File: config.mk
export PLATFORM = sky130hd
export DESIGN_NAME = seg_alias_xlat
export DESIGN_NICKNAME = d
export VERILOG_FILES = /design/src/rtl/seg_xlat_pkg.sv /design/src/rtl/seg_phys_adder.sv /design/src/rtl/seg_norm_split.sv /design/src/rtl/seg_alias_xlat.sv
export SDC_FILE = /design/constraint.sdc
export NUM_CORES = 1
export LEC_CHECK = 0
export BUFFER_PORTS_ARGS = -buffer_cell sky130_fd_sc_hd__buf_4
export CAP_MARGIN = 20
export CORE_MARGIN = 3
export CORE_UTILIZATION = 45
export DETAILED_ROUTE_END_ITERATION = 16
export PLACE_DENSITY = 0.77
export SETUP_SLACK_MARGIN = 0.05
export SLEW_MARGIN = 20
export SYNTH_ARGS = -nofsm -noshare
export SYNTH_HDL_FRONTEND = slang
export SYNTH_SLANG_ARGS = --single-unit
File: constraint.sdc
create_clock -name clk -period 1.1 [get_ports clk]
set_input_delay 0.275 -clock clk [delete_from_list [all_inputs] [get_ports clk]]
set_output_delay 0.275 -clock clk [all_outputs]
set_load 0.005 [all_outputs]
File: src/rtl/seg_xlat_pkg.sv
package seg_xlat_pkg;
    localparam int SEG_BITS   = 16;
    localparam int OFF_BITS   = 16;
    localparam int PARA_SHIFT = 4;
    localparam int PHYS_BITS  = SEG_BITS + PARA_SHIFT;
endpackage

File: src/rtl/seg_phys_adder.sv
module seg_phys_adder #(
    parameter int SEG_W  = 16,
    parameter int OFF_W  = 16,
    parameter int SHIFT  = 4,
    parameter int ADDR_W = SEG_W + SHIFT
) (
    input  logic [SEG_W-1:0]  seg,
    input  logic [OFF_W-1:0]  off,
    output logic [ADDR_W-1:0] phys,
    output logic              carry
);
    localparam int SUM_W = ADDR_W + 1;

    logic [SUM_W-1:0] sum;

    always_comb begin
        sum   = {1'b0, seg, {SHIFT{1'b0}}} + {{(SUM_W-OFF_W){1'b0}}, off};
        phys  = sum[ADDR_W-1:0];
        carry = sum[ADDR_W];
    end
endmodule

File: src/rtl/seg_norm_split.sv
module seg_norm_split #(
    parameter int SHIFT  = 4,
    parameter int ADDR_W = 20
) (
    input  logic [ADDR_W-1:0]       phys,
    output logic [ADDR_W-SHIFT-1:0] nseg,
    output logic [SHIFT-1:0]        noff
);
    assign nseg = phys[ADDR_W-1:SHIFT];
    assign noff = phys[SHIFT-1:0];
endmodule

File: src/rtl/seg_alias_xlat.sv
module seg_alias_xlat
    import seg_xlat_pkg::*;
#(
    parameter int SEG_W  = SEG_BITS,
    parameter int OFF_W  = OFF_BITS,
    parameter int SHIFT  = PARA_SHIFT,
    parameter int ADDR_W = SEG_W + SHIFT
) (
    input  logic                    clk,
    input  logic                    rst_n,
    input  logic [SEG_W-1:0]        a_seg,
    input  logic [OFF_W-1:0]        a_off,
    input  logic [SEG_W-1:0]        b_seg,
    input  logic [OFF_W-1:0]        b_off,
    output logic [ADDR_W-1:0]       a_phys,
    output logic                    a_wrap,
    output logic                    b_wrap,
    output logic [ADDR_W-SHIFT-1:0] norm_seg,
    output logic [SHIFT-1:0]        norm_off,
    output logic                    alias_hit
);
    localparam int NPAIR = 2;
    localparam int NSEG_W = ADDR_W - SHIFT;

    typedef struct packed {
        logic [ADDR_W-1:0] phys;
        logic              wrap_a;
        logic              wrap_b;
        logic [NSEG_W-1:0] nseg;
        logic [SHIFT-1:0]  noff;
        logic              hit;
    } xlat_st_t;

    logic [SEG_W-1:0]  pair_seg  [NPAIR];
    logic [OFF_W-1:0]  pair_off  [NPAIR];
    logic [ADDR_W-1:0] pair_phys [NPAIR];
    logic              pair_cy   [NPAIR];
    logic [NSEG_W-1:0] nseg_c;
    logic [SHIFT-1:0]  noff_c;

    xlat_st_t st_d, st_q;
    logic     primed_q;

    assign pair_seg[0] = a_seg;
    assign pair_off[0] = a_off;
    assign pair_seg[1] = b_seg;
    assign pair_off[1] = b_off;

    for (genvar g = 0; g < NPAIR; g++) begin : g_pair
        seg_phys_adder #(
            .SEG_W (SEG_W),
            .OFF_W (OFF_W),
            .SHIFT (SHIFT),
            .ADDR_W(ADDR_W)
        ) add_i (
            .seg  (pair_seg[g]),
            .off  (pair_off[g]),
            .phys (pair_phys[g]),
            .carry(pair_cy[g])
        );
    end

    seg_norm_split #(
        .SHIFT (SHIFT),
        .ADDR_W(ADDR_W)
    ) norm_i (
        .phys(pair_phys[0]),
        .nseg(nseg_c),
        .noff(noff_c)
    );

    always_comb begin
        st_d        = st_q;
        st_d.phys   = pair_phys[0];
        st_d.wrap_a = pair_cy[0];
        st_d.wrap_b = pair_cy[1];
        st_d.nseg   = nseg_c;
        st_d.noff   = noff_c;
        st_d.hit    = (pair_phys[0] == pair_phys[1]);
    end

    always_ff @(posedge clk or negedge rst_n) begin
        if (!rst_n) begin
            st_q     <= '0;
            primed_q <= 1'b0;
        end else begin
            st_q     <= st_d;
            primed_q <= 1'b1;
        end
    end

    assign a_phys    = st_q.phys;
    assign a_wrap    = st_q.wrap_a;
    assign b_wrap    = st_q.wrap_b;
    assign norm_seg  = st_q.nseg;
    assign norm_off  = st_q.noff;
    assign alias_hit = st_q.hit;


    phys_track_chk: assert property (@(posedge clk) disable iff (!rst_n)
        primed_q |-> a_phys == ADDR_W'(({4'b0, $past(a_seg)} << SHIFT) + {4'b0, $past(a_off)}));


    wrap_below_off_chk: assert property (@(posedge clk) disable iff (!rst_n)
        (primed_q && a_wrap) |-> ({4'b0, a_phys} < {8'b0, $past(a_off)}));


    norm_rejoin_chk: assert property (@(posedge clk) disable iff (!rst_n)
        {norm_seg, norm_off} == a_phys);


    reset_clear_chk: assert property (@(posedge clk)
        !rst_n |=> (a_phys == '0 && !a_wrap && !b_wrap && !alias_hit && norm_seg == '0 && norm_off == '0));


    alias_same_seg_chk: assert property (@(posedge clk) disable iff (!rst_n)
        (primed_q && $past(a_seg) == $past(b_seg) && $past(a_off) == $past(b_off)) |-> alias_hit);
endmodule

### Yosys cells after proc, flatten, opt, wreduce, memory -nomap -nowiden

Index checks and enable logic that the tools add are counted.

* equal/unequal tests: 1
* $add $sub $neg: 2

Operator list (number)
* adder 20 x 16 -> 21 bit: 2
* equality test 20 bit: 1

* register bits after elaboration: 43
* word-level logic and storage cells: 9
* output and inout bits: 43

### Logic depth before layout (Yosys ltp)

* depth after elaboration: 2
* gate-level depth with buffers: 11
* mapped depth without buffers: 11

### Modules after synthesis

From an unflattened synthesis, not the netlist that was laid out.

* cells, all modules: 258
* area total of the unflattened synthesis: 2813.9 µm²

Modules (own cells, without submodules)
* seg_phys_adder: area each 683.2 µm², times used 2, sequential area each 0.0 µm², cells each 84
* seg_alias_xlat: area each 1297.5 µm², times used 1, sequential area each 1076.0 µm², cells each 70
* seg_norm_split: area each 150.1 µm², times used 1, sequential area each 0.0 µm², cells each 20

### Least setup slack after synthesis

No wires, ideal clock.

* path type: input to register
* start point: input port a_seg[0]
* end point: register st_q (netlist bit alias_hit)
* data arrival time: 2640 ps
* stages: 11
* path slack: -1651 ps
* library setup time: 111 ps
* path through: ha_1 -> inv_1 -> fa_1 -> nand2b_1 -> a21bo_1 -> a21boi_2 -> o211ai_2 -> or3b_1 -> a2111oi_2 -> nand4b_1 -> a2111oi_2

RTL lines
* start, declared: line seg_alias_xlat.sv:11 `input logic [SEG_W-1:0] a_seg,`
* end signal, assigned: line seg_alias_xlat.sv:87 `st_q <= st_d;`
* end, declared: line seg_alias_xlat.sv:41 `xlat_st_t st_d, st_q;`

==> metrics <==
status finished with violations; failing checks negative setup slack; Worst Setup Slack, final -1730 ps; CTS sink count 23; DP HPWL 5790 um; Layout Nets 526; die area 6270 sq um; num rows 26; Adder-Cell Fraction of Synth Area 0.141; crit end category flip-flop; met2 Track Usage GR 0.503; Syn Inst Count 253; met1 usage 0.327; Synth-to-Final Area Change 88.1%; WHS Path Cells 1; post-synth cell types 59; share of the synthesized area in the top cell type 0.239; non-filler cells, final 503; largest net degree at the start of global routing 24; ANT cells 0; Die H 79.2 um; Net Count, Synth 345; starting DRC count in detailed routing 241; sequential fraction of the synthesis area 0.239; DRC 0; Crit Path Max Fanout 2; Critical Path RT 1270 ps; Power Dens Cells 972 nW/um^2; Fmax achieved 353 MHz; Inst Count DP 485; share of post-route cells with drive strength above 1 0.612; drt wl/cell 20.8 um; CTS buffer count 3; number of global-route vias before repair 2862; Port Buffer Count 108; Final Cell Area 4530 sq um; largest family of logic cells by synthesized area compound AO/OA/AOI/OAI gates; GRT Total Usage 0.270; cell taking the most area after synthesis dfrtp_1; predominant post-synthesis flop cell dfrtp_1; met3 Use GR 0.0249; post-route ant nets 0; minimum clock period 2830 ps; Max Cap Viol 0; WHS 121 ps; core box area 5140 sq um; fin crit share 2.58; initial antenna violation count 0; Ports 109; commonest cells in the netlist ha_1 (24), dfrtp_1 (23), buf_4 (20), xnor2_1 (17), a21oi_1 (15); Slew Limit Headroom 0.501; post-placement cell area 3870 sq um; RSZ-0062 raised after global routing yes; deepest clock path buffer count 2; count leader, synth ha_1; Lkg Pwr 2.12 nW; global route overflow 0; CTS H-tree lvls 1; Tightest Pin Transition 744 ps; Most Crowded Layer GR met2; max-slew violation count 0; root buffer cell clkbuf_8; Compound-Gate Fraction of Synth Area 0.237; post-synthesis simple-gate area fraction 0.172; Worst VDD drop 704 uV; synthesized area per cell 9.52 sq um; Post-Synth XOR/XNOR Area 0.129; Die X 79.2 um; Startpoint Class primary input; vias per inst 5.93; Filler Cell Count 229; starting density of the core 0.469; async set-reset flop share out of synthesis 1.00; global-route wire length before repair 13700 um; CP Class in2reg; drt pass-1 iters 6; fraction of synthesized area in multiplexers 0; WHS Endpoint a_phys[3]; CTS tree built; Final Hold Viols 0; via count 2984; Ys Warns 0; final setup fails 19; FF+latch count, synth 23; HP Start a_off[3]; Area contributors post-synth dfrtp_1 (24%), ha_1 (12%), buf_4 (6.2%); total wire length 10500 um; Syn Std Cell Area 2410 sq um; Post-synth EDFFs 0; Reg clk slew, reported paths 100 ps; Worst EP arrival 3000 ps; Hold Crit Class in2reg; GPL Wtd Cong 0.849
==> layout make-up <==
type / count / area, sq um / area share
flip-flops and latches: 23 / 576 / 0.127
clock buffers: 4 / 45.0 / 0.00994
well taps: 70 / 87.6 / 0.0193
multi-input cells: 197 / 2050 / 0.452
repair buffers: 196 / 1730 / 0.381
inverters: 13 / 48.8 / 0.0108
==> per-stage QoR <==
stage	setup slack, ps	total power [mW]	util	setup TNS [ps]
after floorplan	-1520	2.20	-	-8340
after global placement	-1700	3.06	0.753	-14120
after detailed placement	-1810	3.13	0.753	-14760
after CTS	-1430	4.04	0.849	-9310
after global routing	-1700	4.56	0.882	-11600
final	-1730	4.41	0.882	-10730
==> logic make-up after synthesis <==
group | Yosys count
AO/OA/AOI/OAI | 72
XOR/XNOR | 29
adder cells (fa/ha/maj) | 26
buffers and inverters | 33
flip-flops | 23
AND/OR/NAND/NOR | 70
==> worst max-delay path: stages <==
cell and delay [ps]:
buf_6 70, ha_4 140, inv_2 40, fa_2 350
nor2b_2 190, o211ai_1 180, a21oi_2 230, xor2_2 290
or3b_4 450, a2111oi_4 310, nand4b_1 140, a2111oi_2 320
==> timing repair <==
item,4_1_cts,5_1_grt
setup endpoints to repair,56,58
setup buffers,9,9
gates resized for setup,90,25
hold buffers,1,0
endpoints found under the hold margin,23,0
pin swaps,23,24
==> flip-flops by register name, indices dropped and copies added (netlist names) <==
name / flops
norm_seg: 16
a_phys: 4
a_wrap: 1
alias_hit: 1
b_wrap: 1
==> cells in the final DEF (no fill, tap or decap), types with 4 or more instances in the layout <==
cell type  Yosys  final
a21o_1         7      7
a21oi_1       15     11
buf_4         20    129
buf_6          0     65
dfrtp_1       23     23
ha_1          24     12
ha_4           0     11
inv_1         13      9
inv_2          0      4
nand2_1        7      7
nand3_1        9      6
nor2_1         7      5
nor3_1         9      8
o211ai_1       5      5
o21a_1         6      6
xnor2_1       17     15
xor2_1         8      5
==> power by group <==
group / switching [mW] / internal, mW
clock network: 0.315 / 0.260
logic: 1.19 / 1.58
registers: 0.107 / 0.952
total: 1.61 / 2.79
==> per-layer routing <==
metal	routed length (um)	part of all wire	vias to the layer above
met1	3890	0.37	1418
li1	-	-	1290
met3	714	0.068	61
met4	595	0.057	0
met5	0	0	-
met2	5260	0.50	215
==> worst max-delay path by stage <==
| stage | startpoint | end | slack [ps] | depth (start not counted) |
|---|---|---|---|---|
| global placement | b_seg[0] | alias_hit | -1700 | 12 |
| finish | b_seg[0] | alias_hit | -1730 | 12 |
| detailed placement | b_seg[0] | alias_hit | -1810 | 12 |
| global route | b_seg[0] | alias_hit | -1700 | 12 |
| CTS | a_seg[1] | alias_hit | -1430 | 10 |
| floorplan | b_seg[0] | alias_hit | -1520 | 11 |
(Power assumes the default switching activity.)
